**config.mk**
```make
export PLATFORM = sky130hd
export DESIGN_NAME = sticky_alu
export DESIGN_NICKNAME = d
export VERILOG_FILES = /design/src/rtl/sticky_alu_pkg.sv /design/src/rtl/sticky_alu_ctrl.sv /design/src/rtl/sticky_alu_dp.sv /design/src/rtl/sticky_alu.sv
export SDC_FILE = /design/constraint.sdc
export NUM_CORES = 2
export LEC_CHECK = 0
export BUFFER_PORTS_ARGS = -buffer_cell sky130_fd_sc_hd__buf_2
export CORE_MARGIN = 2
export CORE_UTILIZATION = 44
export DETAILED_ROUTE_END_ITERATION = 16
export GPL_TIMING_DRIVEN = 0
export PLACE_DENSITY = 0.67
export SLEW_MARGIN = 30
export SYNTH_ARGS = -nofsm -noshare
export SYNTH_HDL_FRONTEND = slang
export SYNTH_HIERARCHICAL = 1
export SYNTH_SLANG_ARGS = --single-unit
```
**constraint.sdc**
```tcl
create_clock -name clk -period 28.9 [get_ports clk]
set_input_delay 1.445 -clock clk [delete_from_list [all_inputs] [get_ports clk]]
set_output_delay 1.445 -clock clk [all_outputs]
set_load 0.01 [all_outputs]
```
**src/rtl/sticky_alu_pkg.sv**
```systemverilog
package sticky_alu_pkg;
  localparam int unsigned DataW = 32;
  localparam int unsigned ShW = $clog2(DataW);

  typedef enum logic [2:0] {
    OpAdd = 3'd0,
    OpSub = 3'd1,
    OpShl = 3'd2,
    OpMul = 3'd3,
    OpFma = 3'd4,
    OpClr = 3'd5
  } opcode_e;

  // strobes from control to datapath
  typedef struct packed {
    logic loadResult;  // capture new result
    logic flagSet;     // OR overflow into flag
    logic flagWrite;   // overwrite flag with overflow
    logic flagClear;   // force flag to zero
  } ctrl_t;
endpackage

```
**src/rtl/sticky_alu_ctrl.sv**
```systemverilog
module sticky_alu_ctrl
  import sticky_alu_pkg::*;
(
  input  logic       opValid,
  input  logic [2:0] opCode,
  output ctrl_t      ctrl
);
  always_comb begin
    ctrl = '0;
    if (opValid) begin
      unique case (opCode)
        OpAdd, OpSub, OpShl, OpFma: begin
          ctrl.loadResult = 1'b1;
          ctrl.flagSet    = 1'b1;
        end
        OpMul: begin
          ctrl.loadResult = 1'b1;
          ctrl.flagWrite  = 1'b1;
        end
        OpClr:   ctrl.flagClear = 1'b1;
        default: ctrl = '0;
      endcase
    end
  end
endmodule

```
**src/rtl/sticky_alu_dp.sv**
```systemverilog
module sticky_alu_dp
  import sticky_alu_pkg::*;
#(
  parameter int unsigned W = DataW
) (
  input  logic         clk,
  input  logic         rstN,
  input  ctrl_t        ctrl,
  input  logic [2:0]   opCode,
  input  logic [W-1:0] opA,
  input  logic [W-1:0] opB,
  input  logic [W-1:0] opC,
  output logic [W-1:0] result,
  output logic         stickyOvf
);
  localparam int unsigned SW = $clog2(W);

  logic [W:0]     sumWide;
  logic [W:0]     diffWide;
  logic [2*W-1:0] shWide;
  logic [2*W-1:0] prodWide;
  logic [2*W:0]   fmaWide;
  logic [SW-1:0]  shAmt;
  logic [W-1:0]   nextVal;
  logic           nextOvf;

  assign shAmt    = opB[SW-1:0];
  assign sumWide  = {1'b0, opA} + {1'b0, opB};
  assign diffWide = {1'b0, opA} - {1'b0, opB};
  assign shWide   = {{W{1'b0}}, opA} << shAmt;
  assign prodWide = {{W{1'b0}}, opA} * {{W{1'b0}}, opB};
  assign fmaWide  = {1'b0, prodWide} + {{(W+1){1'b0}}, opC};

  always_comb begin
    nextVal = '0;
    nextOvf = 1'b0;
    unique case (opCode)
      OpAdd: begin
        nextVal = sumWide[W-1:0];
        nextOvf = sumWide[W];
      end
      OpSub: begin
        nextVal = diffWide[W-1:0];
        nextOvf = diffWide[W];
      end
      OpShl: begin
        nextVal = shWide[W-1:0];
        nextOvf = |shWide[2*W-1:W];
      end
      OpMul: begin
        nextVal = prodWide[W-1:0];
        nextOvf = |prodWide[2*W-1:W];
      end
      OpFma: begin
        nextOvf = |fmaWide[2*W:W];
        nextVal = nextOvf ? '0 : fmaWide[W-1:0];
      end
      default: begin
        nextVal = '0;
        nextOvf = 1'b0;
      end
    endcase
  end

  always_ff @(posedge clk) begin
    if (!rstN) begin
      result    <= '0;
      stickyOvf <= 1'b0;
    end else begin
      if (ctrl.loadResult) result <= nextVal;
      if (ctrl.flagClear)      stickyOvf <= 1'b0;
      else if (ctrl.flagWrite) stickyOvf <= nextOvf;
      else if (ctrl.flagSet)   stickyOvf <= stickyOvf | nextOvf;
    end
  end
endmodule

```
**src/rtl/sticky_alu.sv**
```systemverilog
module sticky_alu
  import sticky_alu_pkg::*;
(
  input  logic        clk,
  input  logic        rstN,
  input  logic        opValid,
  input  logic [2:0]  opCode,
  input  logic [31:0] opA,
  input  logic [31:0] opB,
  input  logic [31:0] opC,
  output logic [31:0] result,
  output logic        stickyOvf
);
  ctrl_t ctrl;

  sticky_alu_ctrl u_ctrl (
    .opValid(opValid),
    .opCode (opCode),
    .ctrl   (ctrl)
  );

  sticky_alu_dp #(.W(DataW)) u_dp (
    .clk      (clk),
    .rstN     (rstN),
    .ctrl     (ctrl),
    .opCode   (opCode),
    .opA      (opA),
    .opB      (opB),
    .opC      (opC),
    .result   (result),
    .stickyOvf(stickyOvf)
  );
endmodule

```
### Word-level counts from Yosys, hierarchy flattened

Index checks and enable logic that the tools add are counted.

| cells by class | value |
|---|---|
| add/subtract/negate cells | 3 |
| multiply operators | 1 |
| equal/unequal tests | 5 |
| shift-type cells | 1 |
| multiplexer cells | 10 |
| bitwise gates (word level) | 2 |
| reductions and logical operators | 8 |

Operators with widths:

| kind | number |
|---|---|
| 32-bit one-hot mux with 5 select lines | 1 |
| 64-bit by 32-bit adder with 65-bit output | 1 |
| 32-bit by 32-bit multiplier with 64-bit output | 1 |
| 32-bit OR reduction | 2 |
| 32-bit by 5-bit left shift with 64-bit output | 1 |
| 32-bit by 32-bit adder with 33-bit output | 1 |
| 33-bit OR reduction | 1 |
| 32-bit by 32-bit subtractor with 33-bit output | 1 |
| 32-bit two-way mux | 1 |
| 3-bit by 2-bit equality test with 1-bit output, second input constant | 2 |
| 3-bit equality test, second input constant | 2 |
| 1-bit two-way mux | 6 |
| 1-bit one-hot mux with 5 select lines | 1 |
| 5-bit OR reduction | 1 |
| 4-bit two-way mux | 1 |
| 4-bit OR reduction | 1 |
| 3-bit by 1-bit equality test with 1-bit output, second input constant | 1 |
| 3-bit zero test | 1 |
| 2-bit nonzero test | 1 |
| 2-bit OR reduction | 1 |
| 1-bit inverter | 1 |
| 1-bit OR | 1 |

| word-level totals | value |
|---|---|
| flip-flop bits (word level) | 33 |
| input bits | 102 |
| output and inout port bits | 33 |
| logic and storage cells | 32 |

### Logic depth before layout (Yosys ltp)

| logic depth | value |
|---|---|
| word-level depth | 7 |
| mapped depth | 43 |
| depth with buffers taken out | 39 |

### Hierarchy

Netlist, hierarchy kept.

By module, submodules not included:

| module | instances | cells each | area each (sq um) |
|---|---|---|---|
| sticky_alu_dp | 1 | 5,032 | 42,410.7 |
| sticky_alu_ctrl | 1 | 8 | 58.8 |

### Least setup slack after synthesis

OpenSTA, ideal clock, no wires.

| timing path | value |
|---|---|
| path kind | input to register |
| start | input port opB[2] |
| end | register u_dp.result[4] |
| data arrival time | 11,604 ps |
| setup slack | 17,162 ps |
| stages on the path | 41 |
| cell sequence | inv_1 buf_1 clkbuf_1 buf_1 nor2_1 fa_1 inv_1 fa_1 fa_1 fa_1 inv_1 fa_1 fa_1 fa_1 inv_1 fa_1 inv_1 ha_1 (+5 left out) a21oi_1 xnor2_1 ha_1 nand3_1 nor3_1 a21boi_0 a31oi_1 o21a_1 nor2_1 nand3_1 or4_1 o311ai_1 a221oi_1 and4_1 buf_4 buf_2 nand4_1 a21oi_1 |

| between the ends | value |
|---|---|
| cells in the longest elaborated chain, start to end | 5 |
| elaborated cells on any way between the ends | 8 |
| classes of those cells | 3 x add/sub; 1 x mul; 1 x shift; 2 x mux; 1 x reduce/logical |

Ends and longest elaborated chain:

| element | RTL line | source |
|---|---|---|
| start: declaration | sticky_alu.sv:9 | `input logic [31:0] opB,` |
| 32-bit by 32-bit multiplier with 64-bit output | sticky_alu_dp.sv:31 | `assign prodWide = {{W{1'b0}}, opA} * {{W{1'b0}}, opB};` |
| 64-bit by 32-bit adder with 65-bit output | sticky_alu_dp.sv:32 | `assign fmaWide = {1'b0, prodWide} + {{(W+1){1'b0}}, opC};` |
| 33-bit OR reduction | sticky_alu_dp.sv:55 | `nextOvf = \|fmaWide[2*W:W];` |
| 32-bit two-way mux | sticky_alu_dp.sv:56 | `nextVal = nextOvf ? '0 : fmaWide[W-1:0];` |
| 32-bit one-hot mux with 5 select lines * | sticky_alu_dp.sv:37 | `unique case (opCode)` |
| end signal: assignment | sticky_alu_dp.sv:70 | `if (ctrl.loadResult) result <= nextVal;` |
| end: declaration | sticky_alu_dp.sv:13 | `output logic [W-1:0] result,` |

Every way passes the cells marked *; elsewhere a longest branch is shown, timed or not.
A chain may end at the register's enable or synchronous reset.

### Final worst setup path

| timing path | value |
|---|---|
| start | input port opB[2] |
| end | register u_dp.result[15] |

Same word-level chain as after synthesis.

==> metrics <==
CTS resizes 0; Clock Latency Late Sink 0.28 ns; Hold EP u_dp/result[11]; drt wl/cell 29.1 um; R2R Setup Slk 27.14 ns; async set-reset flop share out of synthesis 0%; vias in the first global route 39400; Multi-input gate area 37500 um^2; initial antenna violation count 19; Post-CTS Setup Bufs 0; relative slew slack 23.7%; H-tree lvl count 2; Post-Place Setup Slack 14.23 ns; CP Launch Point opB[2]; Synth Flop Type dfxtp_1; Critical Path End Type flop; Mapped Cells 5040; GPL Wtd Cong 1.04; Final Skew 0 ns; commonest cells after routing, fill and taps aside 898 x fa_1, 846 x inv_1, 581 x nand2_1; Hold Crit Class flop to flop; FILL cells 9527; CTS Buf Count 5; die width 315 um; share of cells above drive strength 1 4.34%; Startpoint Class input pin; setup TNS 0 ns; fmax 0.0680 GHz; gr usage total 38.0%; synth unique cells 98; number of flops mapped to enable cells by yosys 0; synthesized cell area 42500 um^2; Net Count, Synth 6403; Syn Area/Cell 8.43 um^2; fin crit share 50.9%; Synth warnings 6; core footprint 95300 um^2; final worst slack 14.19 ns; R2R depth 4; Routed Antenna Nets 0; die area 99000 um^2; Area contributors post-synth fa_1 42%, ha_1 11%, inv_1 7.5%; FP Rows 113; Port Buf Inserts 134; vias 39100; WL final 188000 um; Worst-path clk slew 0.06 ns; Slew @ Worst Pin 1.15 ns; Synth top area share 42.3%; fin nets 6545; drt first pass iters 8; Max clock buf depth 2; crit path time final 14.71 ns; CTS tree done; grt total ovfl 0; initial core utilization 44.6%; Yosys top cell by area fa_1; # setup viols final 0; status finished clean; post-DP HPWL 162000 um; Crit Path Max Fanout 10; Die Y 315 um; synthesis-to-finish area growth 5.84%; post-synthesis sequential area ratio 1.56%; hold_sp u_dp/result[11]; Vias/cell 6.05; hold buffers post-CTS 0; CTS sink count 33; CTS root buf clkbuf_16; FF+latch area 661 um^2; initial drt markers 4758; WHS Path Cells 2; Synth Register Bits 33; final hold violation count 0; max-capacitance violation count 0; crit path DAT 14.90 ns; critical path's slowest cell a2bb2oi_1; slowest stage delay, CP 0.88 ns; DRC Markers 0; Slew Viols, Final 0; commonest non-fill, non-tap cell in the layout fa_1; num ports 135; most frequent CP cell fa_1; RSZ-0062 raised after global routing no; first-pass GRT wire length 272000 um; CP required 29.09 ns; largest net degree at the start of global routing 12; WS Path Type input pin to flop; worst r2r dst u_dp/result[25]; R2R Path Start u_dp/result[25]
cell type report:
type | instances | area share, %
timing repair buffer | 135 | 1.52
antenna | 3 | 0.0167
tap | 1265 | 3.52
sequential | 33 | 1.47
clock buffer | 7 | 0.317
buffer | 289 | 2.51
inverter | 852 | 7.11
clock inverter | 1 | 0.0668
multi-input combinational | 3866 | 83.5
metrics by stage:
step           hold WS (ns)  instances  utilization [%]  instance area (um^2)
2_1_floorplan         0.510       5040                -                 42500
3_3_place_gp          0.498       6439             46.9                 44700
3_5_place_dp          0.499       6439             47.0                 44700
4_1_cts               0.514       6447             47.1                 44900
5_1_grt               0.544       6448             47.2                 44900
6_report              0.505       6451             47.2                 45000
logic make-up (layout without fill, tap and decap cells):
group           Yosys count  after routing  synth area share, %
buf+inv                1141           1284                 10.2
simple gates           1685           1685                 19.8
other cells               0              3                    0
xor+xnor                105            105                 2.17
mux                      50             50                 1.50
flops                    33             33                 1.56
fa+ha+maj              1261           1261                 53.0
compound gates          765            765                 11.8
state kept, by name (all words and copies together) (netlist names):
register,flops
u_dp/result,32
u_dp/stickyOvf,1
synthesized netlist by cell type (33+ instances only):
cell	instances
nand3_1	43
nand4_1	64
and2_1	502
nor3_1	49
a31oi_1	38
xnor2_1	80
clkbuf_1	262
nand2_1	581
a21o_1	48
ha_1	363
nor2_1	285
o21ai_0	153
inv_1	846
dfxtp_1	33
a21oi_1	209
fa_1	898
worst max path at each step:
stage | cells past startpoint | slack [ns] | to
2_1_floorplan | 41 | 17.16 | u_dp/result[4]
3_3_place_gp | 41 | 14.23 | u_dp/result[15]
3_5_place_dp | 39 | 14.23 | u_dp/result[15]
4_1_cts | 39 | 14.47 | u_dp/result[15]
5_1_grt | 42 | 13.75 | u_dp/result[15]
6_report | 40 | 14.19 | u_dp/result[15]
layer usage:
metal / routed length (um) / up-vias / global-route usage, %
li1: - / 16300 / -
met1: 73700 / 19800 / 51.6
met2: 79500 / 2478 / 56.2
met3: 23300 / 492 / 10.6
met4: 11100 / 10 / 18.0
met5: 68 / - / 0
worst max-delay path, delay by kind of cell:
family | cells | cell delay (ns)
AO/OA/AOI/OAI | 6 | 1.74
XOR/XNOR | 1 | 0.18
adder cells (fa/ha/maj) | 10 | 5.05
buffers and inverters | 10 | 2.78
AND/OR/NAND/NOR | 13 | 3.66
Power is not shown: default switching activity piles up to over one toggle a cycle in this logic, so the estimate is an artifact.
